$ cat config.mk
export PLATFORM = sky130hd
export DESIGN_NAME = irq_dispatch_unit
export DESIGN_NICKNAME = d
export VERILOG_FILES = /design/src/rtl/irq_dispatch_pkg.sv /design/src/rtl/irq_take_qual.sv /design/src/rtl/irq_vector_reloc.sv /design/src/rtl/irq_state_update.sv /design/src/rtl/irq_dispatch_unit.sv
export SDC_FILE = /design/constraint.sdc
export NUM_CORES = 1
export LEC_CHECK = 0
export ABC_AREA = 0
export BUFFER_PORTS_ARGS = -buffer_cell sky130_fd_sc_hd__buf_2
export CAP_MARGIN = 15
export CORE_AREA = 4 4 200 202
export CTS_BUF_LIST = sky130_fd_sc_hd__clkbuf_2 sky130_fd_sc_hd__clkbuf_4 sky130_fd_sc_hd__clkbuf_8
export CTS_CLUSTER_DIAMETER = 50
export DETAILED_ROUTE_END_ITERATION = 8
export DIE_AREA = 0 0 204 206
export PLACE_DENSITY_LB_ADDON = 0.25
export RECOVER_POWER = 100
export SLEW_MARGIN = 25
export SYNTH_ARGS = -nofsm -noshare
export SYNTH_HDL_FRONTEND = slang
export SYNTH_SLANG_ARGS = --single-unit
$ cat constraint.sdc
create_clock -name clk -period 3.5 [get_ports clk]
set_input_delay 0.35 -clock clk [delete_from_list [all_inputs] [get_ports clk]]
set_output_delay 0.35 -clock clk [all_outputs]
set_load 0.02 [all_outputs]
$ cat src/rtl/irq_dispatch_pkg.sv
package irq_dispatch_pkg;
  localparam int IRQ_LVL_W    = 3;
  localparam int IRQ_VEC_SLOTS = 1 << IRQ_LVL_W;
  localparam int PS_LVL_W     = 4;
  localparam int PS_EXCM_BIT  = 4;
  localparam int PS_UM_BIT    = 5;
  localparam int CAUSE_W      = 6;
  localparam logic [CAUSE_W-1:0] CAUSE_LVL1_IRQ = 6'd4;

  typedef enum logic [1:0] {
    CLS_NONE   = 2'd0,
    CLS_USER   = 2'd1,
    CLS_KERNEL = 2'd2,
    CLS_DOUBLE = 2'd3
  } exc_class_e;
endpackage

$ cat src/rtl/irq_take_qual.sv
module irq_take_qual
  import irq_dispatch_pkg::*;
#(
  parameter int NUM_LEVELS = 6,
  parameter int NUM_LINES  = 32
) (
  input  logic [IRQ_LVL_W-1:0]            pend_level_i,
  input  logic [PS_LVL_W-1:0]             cur_level_i,
  input  logic [NUM_LEVELS*NUM_LINES-1:0] level_mask_i,
  input  logic [NUM_LINES-1:0]            int_set_i,
  input  logic [NUM_LINES-1:0]            int_en_i,
  output logic                            take_o
);
  logic [NUM_LINES-1:0]     active;
  logic [IRQ_VEC_SLOTS-1:0] lvl_hit;
  logic                     above_cur;
  logic                     in_range;

  assign active = int_set_i & int_en_i;

  generate
    for (genvar l = 0; l < IRQ_VEC_SLOTS; l++) begin : g_lvl
      if (l >= 1 && l <= NUM_LEVELS) begin : g_real
        assign lvl_hit[l] = |(level_mask_i[(l-1)*NUM_LINES +: NUM_LINES] & active);
      end else begin : g_none
        assign lvl_hit[l] = 1'b0;
      end
    end
  endgenerate

  always_comb begin
    above_cur = {1'b0, pend_level_i} > cur_level_i;
    in_range  = (pend_level_i != '0) && (int'(pend_level_i) <= NUM_LEVELS);
    take_o    = above_cur && in_range && lvl_hit[pend_level_i];
  end
endmodule

$ cat src/rtl/irq_vector_reloc.sv
module irq_vector_reloc #(
  parameter int                 DATA_W       = 32,
  parameter bit                 RELOC_EN     = 1'b1,
  parameter logic [DATA_W-1:0]  DEFAULT_BASE = '0
) (
  input  logic [DATA_W-1:0] fixed_vec_i,
  input  logic [DATA_W-1:0] vec_base_i,
  output logic [DATA_W-1:0] target_o
);
  generate
    if (RELOC_EN) begin : g_reloc
      assign target_o = fixed_vec_i - DEFAULT_BASE + vec_base_i;
    end else begin : g_fixed
      logic unused_base;
      assign unused_base = ^vec_base_i;
      assign target_o    = fixed_vec_i;
    end
  endgenerate
endmodule

$ cat src/rtl/irq_state_update.sv
module irq_state_update
  import irq_dispatch_pkg::*;
#(
  parameter int                 NUM_LEVELS   = 6,
  parameter int                 DATA_W       = 32,
  parameter bit                 HAS_DEPC     = 1'b1,
  parameter bit                 RELOC_EN     = 1'b1,
  parameter logic [DATA_W-1:0]  DEFAULT_BASE = '0,
  parameter logic [IRQ_VEC_SLOTS-1:0][DATA_W-1:0] LEVEL_VEC = '0,
  parameter logic [DATA_W-1:0]  USER_VEC     = '0,
  parameter logic [DATA_W-1:0]  KERNEL_VEC   = '0,
  parameter logic [DATA_W-1:0]  DOUBLE_VEC   = '0
) (
  input  logic                  take_i,
  input  logic [IRQ_LVL_W-1:0]  pend_level_i,
  input  logic [DATA_W-1:0]     status_i,
  input  logic [DATA_W-1:0]     pc_i,
  input  logic [DATA_W-1:0]     vec_base_i,
  output logic                  pc_load_o,
  output logic [DATA_W-1:0]     pc_next_o,
  output logic [DATA_W-1:0]     save_pc_o,
  output logic [NUM_LEVELS-1:0] epc_we_o,
  output logic                  depc_we_o,
  output logic [NUM_LEVELS-1:0] eps_we_o,
  output logic [DATA_W-1:0]     eps_wdata_o,
  output logic                  ps_we_o,
  output logic [DATA_W-1:0]     ps_wdata_o,
  output logic                  cause_we_o,
  output logic [CAUSE_W-1:0]    cause_o,
  output exc_class_e            exc_class_o
);
  localparam logic [DATA_W-1:0] LVL_FIELD = DATA_W'((1 << PS_LVL_W) - 1);
  localparam logic [DATA_W-1:0] EXCM_MASK = DATA_W'(1) << PS_EXCM_BIT;

  exc_class_e           l1_class;
  logic [DATA_W-1:0]    lvl_fixed, cls_fixed;
  logic [DATA_W-1:0]    lvl_target, cls_target;
  logic [IRQ_LVL_W-1:0] lvl_m1;

  always_comb begin
    if (status_i[PS_EXCM_BIT])   l1_class = CLS_DOUBLE;
    else if (status_i[PS_UM_BIT]) l1_class = CLS_USER;
    else                          l1_class = CLS_KERNEL;
    unique case (l1_class)
      CLS_USER:   cls_fixed = USER_VEC;
      CLS_KERNEL: cls_fixed = KERNEL_VEC;
      default:    cls_fixed = DOUBLE_VEC;
    endcase
    lvl_fixed = LEVEL_VEC[pend_level_i];
    lvl_m1    = pend_level_i - IRQ_LVL_W'(1);
  end

  irq_vector_reloc #(.DATA_W(DATA_W), .RELOC_EN(RELOC_EN), .DEFAULT_BASE(DEFAULT_BASE))
    u_lvl_reloc (.fixed_vec_i(lvl_fixed), .vec_base_i(vec_base_i), .target_o(lvl_target));

  irq_vector_reloc #(.DATA_W(DATA_W), .RELOC_EN(RELOC_EN), .DEFAULT_BASE(DEFAULT_BASE))
    u_cls_reloc (.fixed_vec_i(cls_fixed), .vec_base_i(vec_base_i), .target_o(cls_target));

  always_comb begin
    pc_load_o   = 1'b0;
    pc_next_o   = '0;
    save_pc_o   = '0;
    epc_we_o    = '0;
    depc_we_o   = 1'b0;
    eps_we_o    = '0;
    eps_wdata_o = '0;
    ps_we_o     = 1'b0;
    ps_wdata_o  = '0;
    cause_we_o  = 1'b0;
    cause_o     = '0;
    exc_class_o = CLS_NONE;
    if (take_i) begin
      save_pc_o = pc_i;
      ps_we_o   = 1'b1;
      if (pend_level_i != IRQ_LVL_W'(1)) begin
        epc_we_o    = NUM_LEVELS'(1) << lvl_m1;
        eps_we_o    = NUM_LEVELS'(1) << lvl_m1;
        eps_wdata_o = status_i;
        ps_wdata_o  = (status_i & ~LVL_FIELD) | DATA_W'(pend_level_i) | EXCM_MASK;
        pc_load_o   = 1'b1;
        pc_next_o   = lvl_target;
      end else begin
        cause_we_o  = 1'b1;
        cause_o     = CAUSE_LVL1_IRQ;
        ps_wdata_o  = status_i | EXCM_MASK;
        exc_class_o = l1_class;
        if (l1_class == CLS_DOUBLE && HAS_DEPC) depc_we_o = 1'b1;
        else                                    epc_we_o  = NUM_LEVELS'(1);
        if (cls_fixed != '0) begin
          pc_load_o = 1'b1;
          pc_next_o = cls_target;
        end
      end
    end
  end
endmodule

$ cat src/rtl/irq_dispatch_unit.sv
module irq_dispatch_unit
  import irq_dispatch_pkg::*;
#(
  parameter int                 NUM_LEVELS   = 6,
  parameter int                 NUM_LINES    = 32,
  parameter int                 DATA_W       = 32,
  parameter bit                 HAS_DEPC     = 1'b1,
  parameter bit                 RELOC_EN     = 1'b1,
  parameter logic [DATA_W-1:0]  DEFAULT_BASE = 32'h4000_0000,
  parameter logic [IRQ_VEC_SLOTS-1:0][DATA_W-1:0] LEVEL_VEC = {
    32'h4000_0380, 32'h4000_0340, 32'h4000_0300, 32'h4000_02C0,
    32'h4000_0280, 32'h4000_0240, 32'h0000_0000, 32'h0000_0000},
  parameter logic [DATA_W-1:0]  USER_VEC     = 32'h4000_0100,
  parameter logic [DATA_W-1:0]  KERNEL_VEC   = 32'h4000_0140,
  parameter logic [DATA_W-1:0]  DOUBLE_VEC   = 32'h4000_0180
) (
  input  logic                            clk,
  input  logic                            rst,
  input  logic                            eval_i,
  input  logic [IRQ_LVL_W-1:0]            pend_level_i,
  input  logic [PS_LVL_W-1:0]             cur_level_i,
  input  logic [NUM_LEVELS*NUM_LINES-1:0] level_mask_i,
  input  logic [NUM_LINES-1:0]            int_set_i,
  input  logic [NUM_LINES-1:0]            int_en_i,
  input  logic [DATA_W-1:0]               status_i,
  input  logic [DATA_W-1:0]               pc_i,
  input  logic [DATA_W-1:0]               vec_base_i,
  output logic                            taken_o,
  output logic                            pc_load_o,
  output logic [DATA_W-1:0]               pc_next_o,
  output logic [DATA_W-1:0]               save_pc_o,
  output logic [NUM_LEVELS-1:0]           epc_we_o,
  output logic                            depc_we_o,
  output logic [NUM_LEVELS-1:0]           eps_we_o,
  output logic [DATA_W-1:0]               eps_wdata_o,
  output logic                            ps_we_o,
  output logic [DATA_W-1:0]               ps_wdata_o,
  output logic                            cause_we_o,
  output logic [CAUSE_W-1:0]              cause_o,
  output logic [1:0]                      exc_class_o
);
  logic                  qual_take, take;
  logic                  n_pc_load, n_depc_we, n_ps_we, n_cause_we;
  logic [DATA_W-1:0]     n_pc_next, n_save_pc, n_eps_wdata, n_ps_wdata;
  logic [NUM_LEVELS-1:0] n_epc_we, n_eps_we;
  logic [CAUSE_W-1:0]    n_cause;
  exc_class_e            n_class;

  irq_take_qual #(.NUM_LEVELS(NUM_LEVELS), .NUM_LINES(NUM_LINES)) u_qual (
    .pend_level_i (pend_level_i),
    .cur_level_i  (cur_level_i),
    .level_mask_i (level_mask_i),
    .int_set_i    (int_set_i),
    .int_en_i     (int_en_i),
    .take_o       (qual_take)
  );

  assign take = eval_i && qual_take;

  irq_state_update #(
    .NUM_LEVELS(NUM_LEVELS), .DATA_W(DATA_W), .HAS_DEPC(HAS_DEPC),
    .RELOC_EN(RELOC_EN), .DEFAULT_BASE(DEFAULT_BASE), .LEVEL_VEC(LEVEL_VEC),
    .USER_VEC(USER_VEC), .KERNEL_VEC(KERNEL_VEC), .DOUBLE_VEC(DOUBLE_VEC)
  ) u_update (
    .take_i       (take),
    .pend_level_i (pend_level_i),
    .status_i     (status_i),
    .pc_i         (pc_i),
    .vec_base_i   (vec_base_i),
    .pc_load_o    (n_pc_load),
    .pc_next_o    (n_pc_next),
    .save_pc_o    (n_save_pc),
    .epc_we_o     (n_epc_we),
    .depc_we_o    (n_depc_we),
    .eps_we_o     (n_eps_we),
    .eps_wdata_o  (n_eps_wdata),
    .ps_we_o      (n_ps_we),
    .ps_wdata_o   (n_ps_wdata),
    .cause_we_o   (n_cause_we),
    .cause_o      (n_cause),
    .exc_class_o  (n_class)
  );

  always_ff @(posedge clk) begin
    if (rst) begin
      taken_o     <= 1'b0;
      pc_load_o   <= 1'b0;
      pc_next_o   <= '0;
      save_pc_o   <= '0;
      epc_we_o    <= '0;
      depc_we_o   <= 1'b0;
      eps_we_o    <= '0;
      eps_wdata_o <= '0;
      ps_we_o     <= 1'b0;
      ps_wdata_o  <= '0;
      cause_we_o  <= 1'b0;
      cause_o     <= '0;
      exc_class_o <= '0;
    end else begin
      taken_o     <= take;
      pc_load_o   <= n_pc_load;
      pc_next_o   <= n_pc_next;
      save_pc_o   <= n_save_pc;
      epc_we_o    <= n_epc_we;
      depc_we_o   <= n_depc_we;
      eps_we_o    <= n_eps_we;
      eps_wdata_o <= n_eps_wdata;
      ps_we_o     <= n_ps_we;
      ps_wdata_o  <= n_ps_wdata;
      cause_we_o  <= n_cause_we;
      cause_o     <= n_cause;
      exc_class_o <= n_class;
    end
  end
endmodule

==> summary.txt <==
STA
  – Max Fclk: 326.3 MHz
  – Period utilization: 87.55%
  – Worst relative slew slack: 46.05%
  – Slew Limit Fails: 0
  – Final setup viols: 0
  – Slew @ Worst Pin: 0.8092 ns
  – Min Tclk post-route: 3.064 ns
  – Fin. Hold Viols: 0
  – Fin Setup TNS: 0 ns
  – Fin worst setup slack: 0.4357 ns
  – RSZ-0062 raised after global routing: no

Synth
  – Seq/Total Area, Yosys: 43.88%
  – Synthesized instance count: 720
  – Mean post-synth cell area: 8.871 sq um
  – Area share of the largest cell type after synthesis: 43.88%
  – Post-synth EDFFs: 0
  – Prevailing post-synth register cell: dfxtp_1
  – Distinct cells, synth: 49
  – Synth area leader: dfxtp_1
  – Seq cells post-synth: 140
  – Area contributors post-synth: dfxtp_1, nand3_1, and2_1
  – Mapped Area: 0.006387 sq mm
  – Asr flop ratio synth: 0%
  – Synth warn: 0

Floorplanning
  – Core area: 0.03829 sq mm
  – Die area: 0.04202 sq mm
  – Die Ht: 206 um
  – Initial Utilization: 16.68%
  – Die extent in x: 204 um
  – Num rows: 72
  – # IOs: 515

Power
  – VDD IR max: 170.7 uV
  – Pleak: 4.337 nW
  – Pwr per Cell Area: 362.2 mW/mm^2

Layout
  – Post-layout nets: 1624
  – Most frequent cells in the layout: buf_2, nand3_1, clkbuf_1
  – # fillers: 4390
  – Synth-to-Final Area Change: 52.87%
  – Utilization after layout: 25.50%
  – Layout cells sized above 1: 33.20%
  – Commonest non-fill, non-tap cell in the layout: buf_2

Detailed routing
  – First drt pass iteration count: 5
  – DR vias/cell: 4.378
  – DRT antenna net count: 0
  – Routed vias: 7771
  – DRT iter0 DRCs: 297
  – Post-route DRC: 0
  – DRT Wirelength: 38.70 mm
  – Routed len/inst: 21.80 um

Placed design
  – Routability cong.: 0.9525
  – Port bufs: 509
  – Post-DP HPWL: 33.71 mm
  – Pre-CTS WS: 0.05070 ns

Global route
  – Total global routing overflow: 0
  – First-pass GRT wire length: 52.34 mm
  – Vias in the first global route: 8041
  – Initial antenna violation count: 15
  – Tot GR Track Use: 17.30%
  – Largest net degree at the start of global routing: 53

Clock tree
  – Hold Buf Count CTS: 0
  – Clock transition at path regs: 0.08 ns
  – TritonCTS clock tree: done
  – Deepest clock path buffer count: 2
  – Root Driver: clkbuf_8
  – Postcts setup bufs: 0
  – Sink Count: 140
  – CTS resizes: 0
  – Htree depth: 4
  – Total CTS buffers: 17

Setup path
  – Startpoint Class: input port
  – CP max FO: 7
  – Arr. time, crit path: 3.42 ns
  – CP Capture Type: flip-flop
  – CP Class: input port to flip-flop
  – Crit path required time: 3.85 ns

Status
  – Run status: completed

Hold path
  – Hold Crit Class: input port to flip-flop

Flow run
  – Max Cap Viol: 0
[report_power, final]
| part | switching, mW | total (mW) | internal (mW) |
|---|---|---|---|
| Clock | 0.605 | 1.26 | 0.650 |
| Sequential | 0.00520 | 1.62 | 1.61 |
| Combinational | 0.390 | 0.665 | 0.275 |
| Total | 1.00 | 3.54 | 2.54 |
[per-layer routing]
metal / global-route usage (%) / up-vias / routed length, um
met5: 0 / - / 7
met4: 9.356 / 2 / 1908
met3: 3.797 / 81 / 2702
met2: 34.12 / 448 / 20890
met1: 16.58 / 3618 / 13190
li1: - / 3622 / -
[cells in the mapped netlist (all sizes together) (8+ instances only)]
library cell,number
nor4,13
nor2,8
clkbuf,16
nand4,46
xnor2,15
ha,22
inv,14
nor3,8
buf,15
and3,12
and2,124
nand2,16
nand3,200
dfxtp,140
xor2,11
[path summary, 6_finish.rpt]
path  slack (ns)             from  cells after the start                  endpoint
max         0.44  pend_level_i[0]                     15  pc_next_o[21]$_SDFF_PP0_
min         0.09          pc_i[6]                      2   save_pc_o[6]$_SDFF_PP0_
[worst max-delay path, cell delays in order]
cell and delay (ns):
clkbuf_1 0.09, clkbuf_1 0.30, ha_1 0.22, nand2_1 0.05
o21ai_0 0.13, ha_1 0.30, ha_1 0.22, fa_1 0.41
a21o_2 0.23, a21oi_1 0.32, a2111o_1 0.25, nor2_1 0.07
and3_1 0.19, xor2_1 0.13, and2_0 0.15
[sequential cells by signal (all words and copies together) (netlist names)]
register	flops
eps_wdata_o	32
save_pc_o	32
eps_we_o	6
cause_o	1
pc_next_o	32
epc_we_o	1
exc_class_o	2
taken_o	1
ps_wdata_o	32
depc_we_o	1
[kinds of logic (layout without fill, tap and decap cells)]
| group | after synthesis | count (layout) | synth area share (%) |
|---|---|---|---|
| compound gates | 44 | 44 | 5.152 |
| xor+xnor | 26 | 26 | 3.565 |
| fa+ha+maj | 24 | 24 | 4.936 |
| buf+inv | 45 | 571 | 3.643 |
| flops | 140 | 140 | 43.88 |
| mux | 1 | 1 | 0.1763 |
| other cells | 1 | 12 | 0.05871 |
| simple gates | 439 | 439 | 38.59 |
[through the flow]
step / cells / hold WS, ns / area (sq um) / power (mW)
after floorplan: 724 / 0.4717 / 6402 / 1.888
after global placement: 1737 / 0.5490 / 9593 / 2.331
after detailed placement: 1737 / 0.5537 / 9593 / 2.330
after CTS: 1768 / 0.03726 / 9971 / 3.614
after global routing: 1775 / 0.03841 / 9764 / 3.716
final: 1775 / 0.08965 / 9764 / 3.537
[final cells by class]
| class | count | area [sq um] | share of cell area (%) |
|---|---|---|---|
| well taps | 518 | 648.1 | 6.638 |
| clock inverters | 11 | 121.4 | 1.243 |
| repair buffers | 526 | 2495 | 25.55 |
| flip-flops and latches | 140 | 2803 | 28.70 |
| multi-input cells | 539 | 3371 | 34.52 |
| clock buffers | 20 | 256.5 | 2.627 |
| diodes | 7 | 17.52 | 0.1794 |
| inverters | 14 | 52.55 | 0.5382 |
No activity file was read; power rests on OpenSTA's default activity.
